--- src/rtl/dtu_pkg.sv ---
package dtu_pkg;

    localparam int unsigned DTU_DT_W_DEF = 8;
    localparam int unsigned DTU_CH_DEF   = 3;

    typedef struct packed {
        logic rise;
        logic fall;
    } dtu_edge_t;

endpackage

--- src/rtl/dtu_edge_detect.sv ---
module dtu_edge_detect
    import dtu_pkg::*;
(
    input  logic      clk,
    input  logic      rst,
    input  logic      level_i,
    output dtu_edge_t edge_o
);

    typedef struct packed {
        logic prev;
    } ed_state_t;

    ed_state_t s_d, s_q;

    always_comb begin
        s_d        = s_q;
        s_d.prev   = level_i;
        edge_o.rise = level_i & ~s_q.prev;
        edge_o.fall = ~level_i & s_q.prev;
    end

    always_ff @(posedge clk) begin
        if (rst) s_q <= '0;
        else     s_q <= s_d;
    end

endmodule

--- src/rtl/dtu_down_counter.sv ---
module dtu_down_counter #(
    parameter int unsigned W = 8
) (
    input  logic         clk,
    input  logic         rst,
    input  logic         load_i,
    input  logic [W-1:0] load_val_i,
    input  logic         clear_i,
    output logic [W-1:0] count_o,
    output logic         busy_o,
    output logic         zero_next_o
);

    typedef struct packed {
        logic [W-1:0] count;
    } cnt_state_t;

    cnt_state_t s_d, s_q;

    always_comb begin
        s_d = s_q;
        if (clear_i)
            s_d.count = '0;
        else if (load_i)
            s_d.count = load_val_i;
        else if (s_q.count != '0)
            s_d.count = s_q.count - 1'b1;
        count_o     = s_q.count;
        busy_o      = (s_q.count != '0);
        zero_next_o = (s_d.count == '0);
    end

    always_ff @(posedge clk) begin
        if (rst) s_q <= '0;
        else     s_q <= s_d;
    end

    // the value in place at the load edge is what gets counted
    assert_reload_R10: assert property (@(posedge clk) disable iff (rst)
        (load_i && !clear_i) |=> (count_o == $past(load_val_i)));

    // one decrement per clock while running and undisturbed
    assert_count_down_R4: assert property (@(posedge clk) disable iff (rst)
        (!load_i && !clear_i && count_o != '0) |=> (count_o == $past(count_o) - 1'b1));

    // clearing empties the counter
    assert_clear_R6: assert property (@(posedge clk) disable iff (rst)
        clear_i |=> (count_o == '0));

endmodule

--- src/rtl/dtu_channel.sv ---
module dtu_channel
    import dtu_pkg::*;
#(
    parameter int unsigned W = 8
) (
    input  logic         clk,
    input  logic         rst,
    input  logic         enable_i,
    input  logic         level_i,
    input  logic [W-1:0] dt_value_i,
    output logic         out_true_o,
    output logic         out_comp_o,
    output logic         run_o
);

    typedef struct packed {
        logic true_out;
        logic comp_out;
    } ch_state_t;

    ch_state_t    s_d, s_q;
    dtu_edge_t    lvl_edge;
    logic         load;
    logic         clear;
    logic         zero_next;
    logic         busy;
    logic [W-1:0] count;

    dtu_edge_detect u_edge (
        .clk     (clk),
        .rst     (rst),
        .level_i (level_i),
        .edge_o  (lvl_edge)
    );

    assign load  = enable_i & (lvl_edge.rise | lvl_edge.fall);
    assign clear = ~enable_i;

    dtu_down_counter #(.W(W)) u_cnt (
        .clk         (clk),
        .rst         (rst),
        .load_i      (load),
        .load_val_i  (dt_value_i),
        .clear_i     (clear),
        .count_o     (count),
        .busy_o      (busy),
        .zero_next_o (zero_next)
    );

    always_comb begin
        s_d          = s_q;
        s_d.true_out = level_i & zero_next;
        s_d.comp_out = ~level_i & zero_next;
    end

    always_ff @(posedge clk) begin
        if (rst) s_q <= '0;
        else     s_q <= s_d;
    end

    assign out_true_o = s_q.true_out;
    assign out_comp_o = s_q.comp_out;
    assign run_o      = busy;

    assert_no_overlap_R9: assert property (@(posedge clk) disable iff (rst)
        !(out_true_o && out_comp_o));

    // both switches of the leg are off while a count is running
    assert_passive_while_run_R7: assert property (@(posedge clk) disable iff (rst)
        (count != '0) |-> (!out_true_o && !out_comp_o));

    assert_fast_off_R2: assert property (@(posedge clk) disable iff (rst)
        $rose(level_i) |=> !out_comp_o);

    assert_fast_off_R3: assert property (@(posedge clk) disable iff (rst)
        $fell(level_i) |=> !out_true_o);

    assert_bypass_R6: assert property (@(posedge clk) disable iff (rst)
        !enable_i |=> (out_true_o == $past(level_i) && !run_o));

endmodule

--- src/rtl/dtu_deadtime.sv ---
module dtu_deadtime
    import dtu_pkg::*;
#(
    parameter int unsigned DT_W     = DTU_DT_W_DEF,
    parameter int unsigned CHANNELS = DTU_CH_DEF
) (
    input  logic                clk,
    input  logic                rst,
    input  logic [DT_W-1:0]     dt_value,
    input  logic [CHANNELS-1:0] dt_enable,
    input  logic [CHANNELS-1:0] cmp_state,
    output logic [CHANNELS-1:0] out_true,
    output logic [CHANNELS-1:0] out_comp,
    output logic [CHANNELS-1:0] dt_run
);

    for (genvar i = 0; i < CHANNELS; i++) begin : g_ch
        dtu_channel #(.W(DT_W)) u_ch (
            .clk        (clk),
            .rst        (rst),
            .enable_i   (dt_enable[i]),
            .level_i    (cmp_state[i]),
            .dt_value_i (dt_value),
            .out_true_o (out_true[i]),
            .out_comp_o (out_comp[i]),
            .run_o      (dt_run[i])
        );
    end

    assert_reset_R1: assert property (@(posedge clk)
        rst |=> (out_true == '0 && out_comp == '0 && dt_run == '0));

endmodule

--- config.mk ---
export PLATFORM = sky130hd
export DESIGN_NAME = dtu_deadtime
export DESIGN_NICKNAME = d
export VERILOG_FILES = /design/src/rtl/dtu_pkg.sv /design/src/rtl/dtu_edge_detect.sv /design/src/rtl/dtu_down_counter.sv /design/src/rtl/dtu_channel.sv /design/src/rtl/dtu_deadtime.sv
export SDC_FILE = /design/constraint.sdc
export NUM_CORES = 1
export LEC_CHECK = 0
export ABC_AREA = 1
export BUFFER_PORTS_ARGS = -buffer_cell sky130_fd_sc_hd__buf_2
export CAP_MARGIN = 20
export CORE_ASPECT_RATIO = 0.5
export CORE_MARGIN = 5
export CORE_UTILIZATION = 30
export CTS_CLUSTER_DIAMETER = 200
export DETAILED_ROUTE_END_ITERATION = 8
export GPL_ROUTABILITY_DRIVEN = 0
export GPL_TIMING_DRIVEN = 0
export PLACE_DENSITY = 0.46
export REMOVE_ABC_BUFFERS = 1
export SETUP_SLACK_MARGIN = 0.1
export SLEW_MARGIN = 25
export SYNTH_ARGS = -nofsm -noshare
export SYNTH_HDL_FRONTEND = slang
export SYNTH_SLANG_ARGS = --single-unit
--- constraint.sdc ---
create_clock -name clk -period 3.9 [get_ports clk]
set_clock_uncertainty 0.05 [all_clocks]
set_input_delay 0.78 -clock clk [delete_from_list [all_inputs] [get_ports clk]]
set_output_delay 0.78 -clock clk [all_outputs]
set_load 0.01 [all_outputs]
==> Word-level counts from Yosys, hierarchy flattened <==
Cells that the tools add are included.
{ "op_classes": {"add_sub_neg": 3, "n_mul": 0, "div_mod_pow": 0, "n_lt_le_gt_ge": 0, "n_eq_ne": 0, "n_shift": 0, "mux": 9, "n_bitwise": 24, "reduce_logical": 6} }
{ "op_table": {"columns": ["op", "count"], "rows": [
  ["2-to-1 mux 8 bit", 9],
  ["logical NOT 8 bit", 3],
  ["nonzero test 8 bit", 3],
  ["subtractor 8 x 1 -> 8 bit (second input constant)", 3],
  ["bitwise AND 1 bit", 15],
  ["inverter 1 bit", 6],
  ["OR 1 bit", 3]
]} }
{ "totals": {"reg_bits": 33, "latchBits": 0, "ram_bits": 0, "mem_bits_ro": 0, "in_bits": 16, "output_inout_bits": 9, "mem_count": 0} }

==> Longest topological paths before layout <==
Gate-level depths: netlist of run 1.
{ "depth": {"ltp_word": 8, "mapped_depth": 12} }

==> Hierarchy <==
Synthesis of run 1 repeated with hierarchy kept, for this count alone.
{ "hier_totals": {"hier_cells": 371, "hier_area_um2": 2358.5} }
{ "modules_own_cells": {"columns": ["mod", "n_inst", "cells_per_inst", "area_per_inst_um2"], "rows": [
  ["dtu_down_counter (g_ch[0].u_ch.u_cnt ...)", 2, 107, 676.9],
  ["dtu_down_counter (g_ch[2].u_ch.u_cnt)", 1, 109, 678.2],
  ["dtu_channel", 3, 10, 70.1],
  ["dtu_edge_detect", 3, 6, 38.8]
]} }

==> Worst setup path after synthesis of run 1 <==
OpenSTA, ideal clock, no wires.
{ "synth_timing": {"path_type": "input-to-reg", "from": "in cmp_state[2]", "to": "reg g_ch[2].u_ch.s_q (netlist bit g_ch[2].u_ch.out_comp_o)", "setup_ns": 0.064, "arrival_ns": 1.691, "required_time_ns": 3.786, "setup_slack_ns": 2.096, "path_stages": 11, "n_path_buf": 1, "cell_sequence": "nand2_1 > inv_2 > nor2_2 > nand2_2 > buf_6 > or2_0 > nand3_1 > nand2_1 > nor2_1 > nand2_1 > nor2_1"} }
{ "synth_between": {"elab_chain_len": 8, "word_cells_on_any_way": 9, "cone_classes": "2 x mux; 6 x bitwise; 1 x reduce/logical"} }
{ "synth_rtl": {"columns": ["element", "line", "text"], "rows": [
  ["from (decl)", "dtu_deadtime.sv:11", "input logic [CHANNELS-1:0] cmp_state,"],
  ["inverter 1 bit", "dtu_edge_detect.sv:20, dtu_channel.sv:53", null],
  ["bitwise AND 1 bit", "dtu_edge_detect.sv:20", "edge_o.fall = ~level_i & s_q.prev;"],
  ["OR 1 bit", "dtu_channel.sv:36", "assign load = enable_i & (lvl_edge.rise | lvl_edge.fall);"],
  ["bitwise AND 1 bit", "dtu_channel.sv:36", null],
  ["2-to-1 mux 8 bit", "dtu_down_counter.sv:24", "else if (load_i)"],
  ["2-to-1 mux 8 bit", "dtu_down_counter.sv:22", "if (clear_i)"],
  ["logical NOT 8 bit", "dtu_down_counter.sv:30", "zero_next_o = (s_d.count == '0);"],
  ["bitwise AND 1 bit (*)", "dtu_channel.sv:53", "s_d.comp_out = ~level_i & zero_next;"],
  ["to (signal assigned)", "dtu_channel.sv:57", "if (rst) s_q <= '0;"],
  ["to (signal assigned)", "dtu_channel.sv:58", "else s_q <= s_d;"],
  ["to (decl)", "dtu_channel.sv:21", "ch_state_t s_d, s_q;"]
]} }
Mark *: on every way between the ends. The rest lies on a longest branch, timed or not.
A chain may end at the register's enable or synchronous reset.

==> Final worst setup path of run 1 <==
{ "layout_timing": {"from": "reg g_ch[2].u_ch.u_cnt.s_q (netlist bit g_ch[2].u_ch.u_cnt.count_o[0])", "to": "out dt_run[2]"} }
{ "layout_between": {"elab_chain_len": 1} }
{ "layout_rtl": {"columns": ["element", "line", "text"], "rows": [
  ["from (decl)", "dtu_down_counter.sv:18", "cnt_state_t s_d, s_q;"],
  ["from (signal assigned)", "dtu_down_counter.sv:34", "if (rst) s_q <= '0;"],
  ["from (signal assigned)", "dtu_down_counter.sv:35", "else s_q <= s_d;"],
  ["nonzero test 8 bit", "dtu_down_counter.sv:29", "busy_o = (s_q.count != '0);"],
  ["to (decl)", "dtu_deadtime.sv:14", "output logic [CHANNELS-1:0] dt_run"]
]} }
Every way passes these cells.

==> results of run 1 <==
## metal layers
| metal | track usage | up-vias | share of wire |
|---|---|---|---|
| li1 | - | 1140 | - |
| met1 | 0.160 | 909 | 0.52 |
| met2 | 0.193 | 21 | 0.44 |
| met3 | 0.0320 | 5 | 0.028 |
| met4 | 0.0342 | 0 | 0.010 |
| met5 | 0 | - | 0 |
## final cells by class
cell class | count | area share
Inverter | 67 | 0.101
Clock inverter | 1 | 0.0121
Clock buffer | 7 | 0.0575
Tap cell | 92 | 0.0464
Multi-Input combinational cell | 252 | 0.467
Sequential cell | 33 | 0.267
Timing Repair Buffer | 24 | 0.0485
## flip-flops by register name (all words and copies together) (netlist names)
signal / cells
g_ch.u_ch.out_comp_o: 3
g_ch.u_ch.u_cnt.count_o: 24
g_ch.u_ch.out_true_o: 3
g_ch.u_ch.u_edge.s_q: 3
## power by group
part,internal [µW],switching (µW)
combinational,143,257
sequential,367,23.7
clock,319,137
total,829,418
## cell families after synthesis
logic type	count (synthesis)	synth area share
xor+xnor	3	0.0121
fa+ha+maj	6	0.0345
flops	33	0.303
simple gates	215	0.420
buf+inv	83	0.165
compound gates	28	0.0655
## synthesized netlist by cell type
cell type | count | area (µm²)
nand2_1 | 92 | 345
inv_1 | 64 | 240
nor2_1 | 58 | 218
nand3_1 | 44 | 220
dfxtp_1 | 33 | 661
o21ai_0 | 27 | 135
buf_4 | 10 | 75.1
nor2_2 | 8 | 50.1
ha_1 | 6 | 75.1
nand2_2 | 5 | 31.3
clkbuf_1 | 3 | 11.3
inv_2 | 3 | 11.3
nand4_1 | 3 | 18.8
or2_1 | 3 | 18.8
xnor2_1 | 3 | 26.3
buf_2 | 2 | 10.0
buf_6 | 1 | 11.3
o21bai_1 | 1 | 7.51
or2_0 | 1 | 6.26
or2_2 | 1 | 6.26
## worst max path at each step
stage | from | end | slack, ns | cells past startpoint
6_report | g_ch[2].u_ch.u_cnt.count_o[0] | dt_run[2] | 1.69 | 6
5_1_grt | g_ch[2].u_ch.u_cnt.count_o[0] | dt_run[2] | 1.57 | 6
4_1_cts | g_ch[1].u_ch.u_cnt.count_o[0] | dt_run[1] | 1.67 | 6
3_5_place_dp | cmp_state[0] | g_ch[0].u_ch.out_true_o | 1.78 | 12
3_3_place_gp | cmp_state[0] | g_ch[0].u_ch.out_comp_o | 1.79 | 12
2_1_floorplan | cmp_state[2] | g_ch[2].u_ch.out_comp_o | 2.08 | 10
## tightest hold or removal path, stage by stage (launching register included)
cell,delay [ns]
dfxtp_1,0.32
nand2_1,0.06
nand3_1,0.07
nand3_1,0.09
nor2_1,0.04
## per-stage QoR
step,util,hold WS (ns),std cells,power (µW)
finish,0.361,0.574,476,1250
global route,0.361,0.624,476,1350
CTS,0.361,0.574,476,1270
detailed placement,0.336,0.566,468,801
global placement,0.336,0.557,468,799
floorplan,-,0.526,352,694
==> flow_summary.yaml, run 1 <==
sta:
  rsz0062_at_grt: "no"
  final.min_clock_period_ns: 2.21
  finalCritPeriodShare: 0.568
  setup_tns_ns: 0
  max_freq_ghz: 0.452
  relSlewSlack: 0.641
  worst_pin_slew_ns: 0.538
  hold_viol: 0
  setup_viol: 0
  drv_slew: 0
  fin_ws_ns: 1.69
route:
  drt_first_pass_iters: 4
  viasPerCell: 4.36
  drt_iter0_markers: 100
  num_vias: 2075
  route.final.wire_length_um: 5180
  ant_nets: 0
  wl_per_cell_um: 10.9
  drc: 0
clocking:
  cts_buffers: 5
  post_cts_buffers: 0
  cts.path.max_buffers: 2
  cts.reportedPaths.clkPinSlew_ns: 0.05
  cts_sinks: 33
  cts_hold_buf: 0
  tritoncts: "built"
  worstSkewPairLatency_ns: 0.27
  cts_resized: 0
  cts_root_buffer: "clkbuf_16"
  htreeDepth: 2
critical_path:
  crit_fanout: 6
  r2r-start: "g_ch[1].u_ch.u_cnt.count_o[0]"
  rr_worst_depth: 10
  slowest_delay_ns: 0.35
  r2r_slack_ns: 2.20
  crit_top_cell: "inv_1"
  crit_required_ns: 3.07
  crit_slowest_cell: "dfxtp_1"
  start_kind: "register"
  endpoint_kind: "primary output"
  crit_type: "reg -> out"
  path_cells: "inv_1, ha_1, nand3_1, inv_1, nand2_2, buf_2"
  cp.arrival_ns: 1.38
  cp_top_family: "flip-flops"
  cp.buffers_inverters: 3
  worst_r2r_endpoint: "g_ch[1].u_ch.out_comp_o"
grt:
  grt-ovfl-total: 0
  grtUsageTotal: 0.121
  antenna_found_initial: 0
  grt_pass1_wl_um: 8980
  grt_pass1_vias: 1990
  grt_max_degree: 29
synth:
  ys_ff_latch: 33
  synth_cells: 368
  yosysUniqueCellTypes: 20
  syn_avg_cell_area_um2: 5.92
  yosys_warnings: 0
  synth.cell_area_um2: 2180
  ys_seq_area_frac: 0.303
run:
  drv_cap: 0
final_layout:
  multi_input_area_um2: 1160
  diodes: 0
  layout_commonest_cell: "nand2_1"
  area.sequential_um2: 661
  fill_cells: 778
  final_cell_mix: "nand2_1 (92), inv_1 (64), nor2_1 (58)"
  syn_to_final_growth_pct: 13.8
  drive_gt1_frac: 0.125
  stdcell_area_um2: 2480
  nNetsFinal: 405
min_path:
  hp-class: "reg -> reg"
  hold_path_end: "g_ch[1].u_ch.u_cnt.count_o[0]"
  min_path_cells: 4
  holdCritStartpoint: "g_ch[1].u_ch.u_cnt.count_o[0]"
floorplanning:
  die-area_um2: 9170
  die_h_um: 70.3
  initial_core_util: 0.318
  core_um2: 6860
  die_x_um: 131
  fp-row-count: 21
  ioPinCount: 25
placement:
  post-place-ws_ns: 1.78
  dpl_cell_area_um2: 2310
  dp_hpwl_um: 4060
  port_buffers: 24
power_and_ir_drop:
  p_leak_uw: 0.00135
  p_per_area_nw_per_um2: 503
  peakVddDrop_mv: 0.191
run_status:
  outcome: "finished clean"
(Power assumes the default switching activity.)
==> run 2: changes to the inputs <==
--- a/config.mk
+++ b/config.mk
@@ -5,7 +5,7 @@
 export SDC_FILE = /design/constraint.sdc
 export NUM_CORES = 1
 export LEC_CHECK = 0
-export ABC_AREA = 1
+export ABC_AREA = 0
 export BUFFER_PORTS_ARGS = -buffer_cell sky130_fd_sc_hd__buf_2
 export CAP_MARGIN = 20
 export CORE_ASPECT_RATIO = 0.5
@@ -15,7 +15,7 @@
 export DETAILED_ROUTE_END_ITERATION = 8
 export GPL_ROUTABILITY_DRIVEN = 0
 export GPL_TIMING_DRIVEN = 0
-export PLACE_DENSITY = 0.46
+export PLACE_DENSITY = 0.47
 export REMOVE_ABC_BUFFERS = 1
 export SETUP_SLACK_MARGIN = 0.1
 export SLEW_MARGIN = 25
==> constraint.sdc (replaced) <==
create_clock -name clk -period 1.8 [get_ports clk]
set_clock_uncertainty 0.05 [all_clocks]
set_input_delay 0.36 -clock clk [delete_from_list [all_inputs] [get_ports clk]]
set_output_delay 0.36 -clock clk [all_outputs]
set_load 0.01 [all_outputs]
==> run 2 against run 1 <==
The flow now finishes with violations (negative setup slack); clock power up 79%; sequential power up 120%; register-to-register slack worse by 2.5 ns; count of clock-buffer cells in the layout down 2; synthesized area down 6.4%; critical path depth down 1; sequential cell count unchanged; sequential share of layout area down 3.3 points; cell count down 17%; final area up 22%; non-clock buffer count up 32; die area down 5.7%; critical path type is now reg -> reg.
==> flow_summary.yaml, run 2 <==
route:
  drc: 0
  route.final.wire_length_um: 6420
  viasPerCell: 5.34
  drt_iter0_markers: 171
  drt_first_pass_iters: 4
  ant_nets: 0
  num_vias: 2104
  wl_per_cell_um: 16.3
clocking:
  htreeDepth: 2
  cts.reportedPaths.clkPinSlew_ns: 0.06
  cts_hold_buf: 0
  cts_root_buffer: "clkbuf_16"
  cts_buffers: 5
  cts.path.max_buffers: 2
  worstSkewPairLatency_ns: 0.27
  tritoncts: "built"
  cts_sinks: 33
grt:
  grt_max_degree: 27
  grtUsageTotal: 0.144
  grtUsageMet3: 0.0366
  gr-usage-met2: 0.244
  grt_pass1_wl_um: 9910
  antenna_found_initial: 0
  grt_busiest_layer: "met2"
  grt-ovfl-total: 0
  grtUsageMet1: 0.180
  grt_pass1_vias: 1958
floorplanning:
  fp-row-count: 21
  core_um2: 6650
  initial_core_util: 0.307
  ioPinCount: 25
  die-area_um2: 8650
  die_x_um: 127
  die_h_um: 68.3
final_layout:
  layout_commonest_cell: "buf_4"
  syn_to_final_growth_pct: 47.7
  diodes: 0
  final_cell_mix: "buf_4 (28), nor2_1 (27), buf_2 (21)"
  drive_gt1_frac: 0.450
  nNetsFinal: 323
  largest_reg_flops: 24
  stdcell_area_um2: 3010
  postLayoutCoreUtil: 0.453
sta:
  hold_viol: 0
  final.min_clock_period_ns: 2.06
  setup_tns_ns: -1.20
  fin_ws_ns: -0.257
  max_freq_ghz: 0.486
  finalCritPeriodShare: 1.14
  drv_slew: 0
  setup_viol: 7
  rsz0062_at_grt: "yes"
  worst_pin_slew_ns: 0.605
  relSlewSlack: 0.594
power_and_ir_drop:
  total_power_uw: 2800
  seq_power_share: 0.308
  p_leak_uw: 0.00119
  peakVddDrop_mv: 0.494
  p_per_area_nw_per_um2: 930
  switching_share: 0.339
  cell_internal_pwr_uw: 1850
  combPwrFrac: 0.401
  p_clk_frac: 0.292
  power_switching_uw: 949
synth:
  synthFlopType: "dfxtp_1"
  yosys_warnings: 0
  synthTopCellsByArea: "dfxtp_1 (32%), nor2_1 (5.2%), xnor2_1 (3.9%)"
  yosysTopAreaCellShare: 0.324
  synthTopCellsByCount: "dfxtp_1 (33), nor2_1 (28), nand2_1 (17)"
  syn_avg_cell_area_um2: 8.06
  synth_top_cell_by_area: "dfxtp_1"
  synth_cells: 253
  synth.most_common_cell: "dfxtp_1"
  synth.cell_area_um2: 2040
  ys_ff_latch: 33
  ys_seq_area_frac: 0.324
  postSynth.asyncResetShare: 0
  yosysUniqueCellTypes: 47
  synth-edff-count: 0
run_status:
  violations: "negative setup slack"
  outcome: "complete, but fails checks"
critical_path:
  cp.arrival_ns: 2.16
  crit_type: "reg -> reg"
  endpoint_kind: "register"
  start_kind: "register"
  r2r_slack_ns: -0.26
  crit_fanout: 3
  r2r-start: "g_ch[1].u_ch.u_cnt.count_o[3]"
  worst_r2r_endpoint: "g_ch[1].u_ch.out_comp_o"
  rr_worst_depth: 5
  crit_required_ns: 1.90
placement:
  dpl_cell_area_um2: 2180
  port_buffers: 24
  dp_hpwl_um: 3900
  post-place-ws_ns: -0.535
min_path:
  hp-class: "in -> reg"
  hold_path_end: "g_ch[0].u_ch.u_cnt.count_o[1]"
  min_path_cells: 3
  holdCritStartpoint: "dt_value[1]"
run:
  drv_cap: 0
[run 2: cell types whose count changed in the layout (fill, tap and decap cells not counted), moves of 13 or more]
cell / before / now
nor2_1: 58 / 27
dfxtp_1: 33 / 16
o21ai_0: 27 / 4
buf_4: 0 / 28
nand3_1: 44 / 8
inv_1: 64 / 7
a21oi_1: 0 / 13
nand2_1: 92 / 16
[run 2: repair_timing]
item / in CTS / in global routing
gates resized for setup: 71 / 38
setup endpoints to repair: 27 / 21
pin swaps: 17 / 28
buffers inserted: 23 / 10
endpoints found under the hold margin: 0 / 0
[run 2: worst max-delay path by stage]
stage / start / slack [ns] / cells after the start / endpoint
after global placement: g_ch[1].u_ch.u_cnt.count_o[0] / -0.57 / 7 / g_ch[1].u_ch.out_comp_o
after detailed placement: g_ch[1].u_ch.u_cnt.count_o[0] / -0.54 / 7 / g_ch[1].u_ch.out_comp_o
final: g_ch[1].u_ch.u_cnt.count_o[3] / -0.26 / 5 / g_ch[1].u_ch.out_comp_o
after floorplan: g_ch[1].u_ch.u_cnt.count_o[2] / -0.16 / 5 / g_ch[1].u_ch.out_true_o
after CTS: g_ch[1].u_ch.u_cnt.count_o[3] / -0.25 / 5 / g_ch[1].u_ch.out_true_o
after global routing: g_ch[1].u_ch.u_cnt.count_o[1] / -0.34 / 7 / g_ch[1].u_ch.out_comp_o
[run 2: cells by family (layout without fill, tap and decap cells)]
logic type	Yosys count	after routing	share of synthesized area
compound gates	60	60	0.200
mux	2	2	0.00982
simple gates	110	110	0.301
fa+ha+maj	6	6	0.0368
xor+xnor	14	14	0.0601
flops	33	33	0.324
buf+inv	28	77	0.0687
[run 2: layout make-up]
| class | instances | area, µm² |
|---|---|---|
| Inverter | 13 | 61.3 |
| Multi-Input combinational cell | 192 | 1590 |
| Clock inverter | 3 | 17.5 |
| Clock buffer | 5 | 125 |
| Tap cell | 92 | 115 |
| Sequential cell | 33 | 704 |
| Timing Repair Buffer | 56 | 394 |
| Fill cell | 634 | 3640 |
[run 2: power groups by stage]
| stage | logic (µW) | registers [µW] | clock network, µW |
|---|---|---|---|
| floorplan | 496 | 854 | 0 |
| global placement | 682 | 863 | 0 |
| detailed placement | 679 | 864 | 0 |
| CTS | 931 | 858 | 841 |
| global route | 1210 | 871 | 881 |
| finish | 1120 | 862 | 817 |
[run 2: through the flow]
step                hold slack (ns)  std cells
CTS                           0.312        385
floorplan                     0.379        238
global route                  0.343        394
finish                        0.335        394
global placement              0.563        354
detailed placement            0.572        354
[run 2: critical path, stage by stage, from the launching register on]
cell	delay, ns
dfxtp_4	0.34
or4_4	0.54
or4_1	0.48
a311o_1	0.39
nand2b_4	0.10
nor4b_2	0.05
[run 2: metal layers]
metal | share of wire | up-vias
met5 | 0 | -
li1 | - | 1012
met3 | 0.062 | 9
met2 | 0.50 | 63
met4 | 0.011 | 0
met1 | 0.42 | 1020
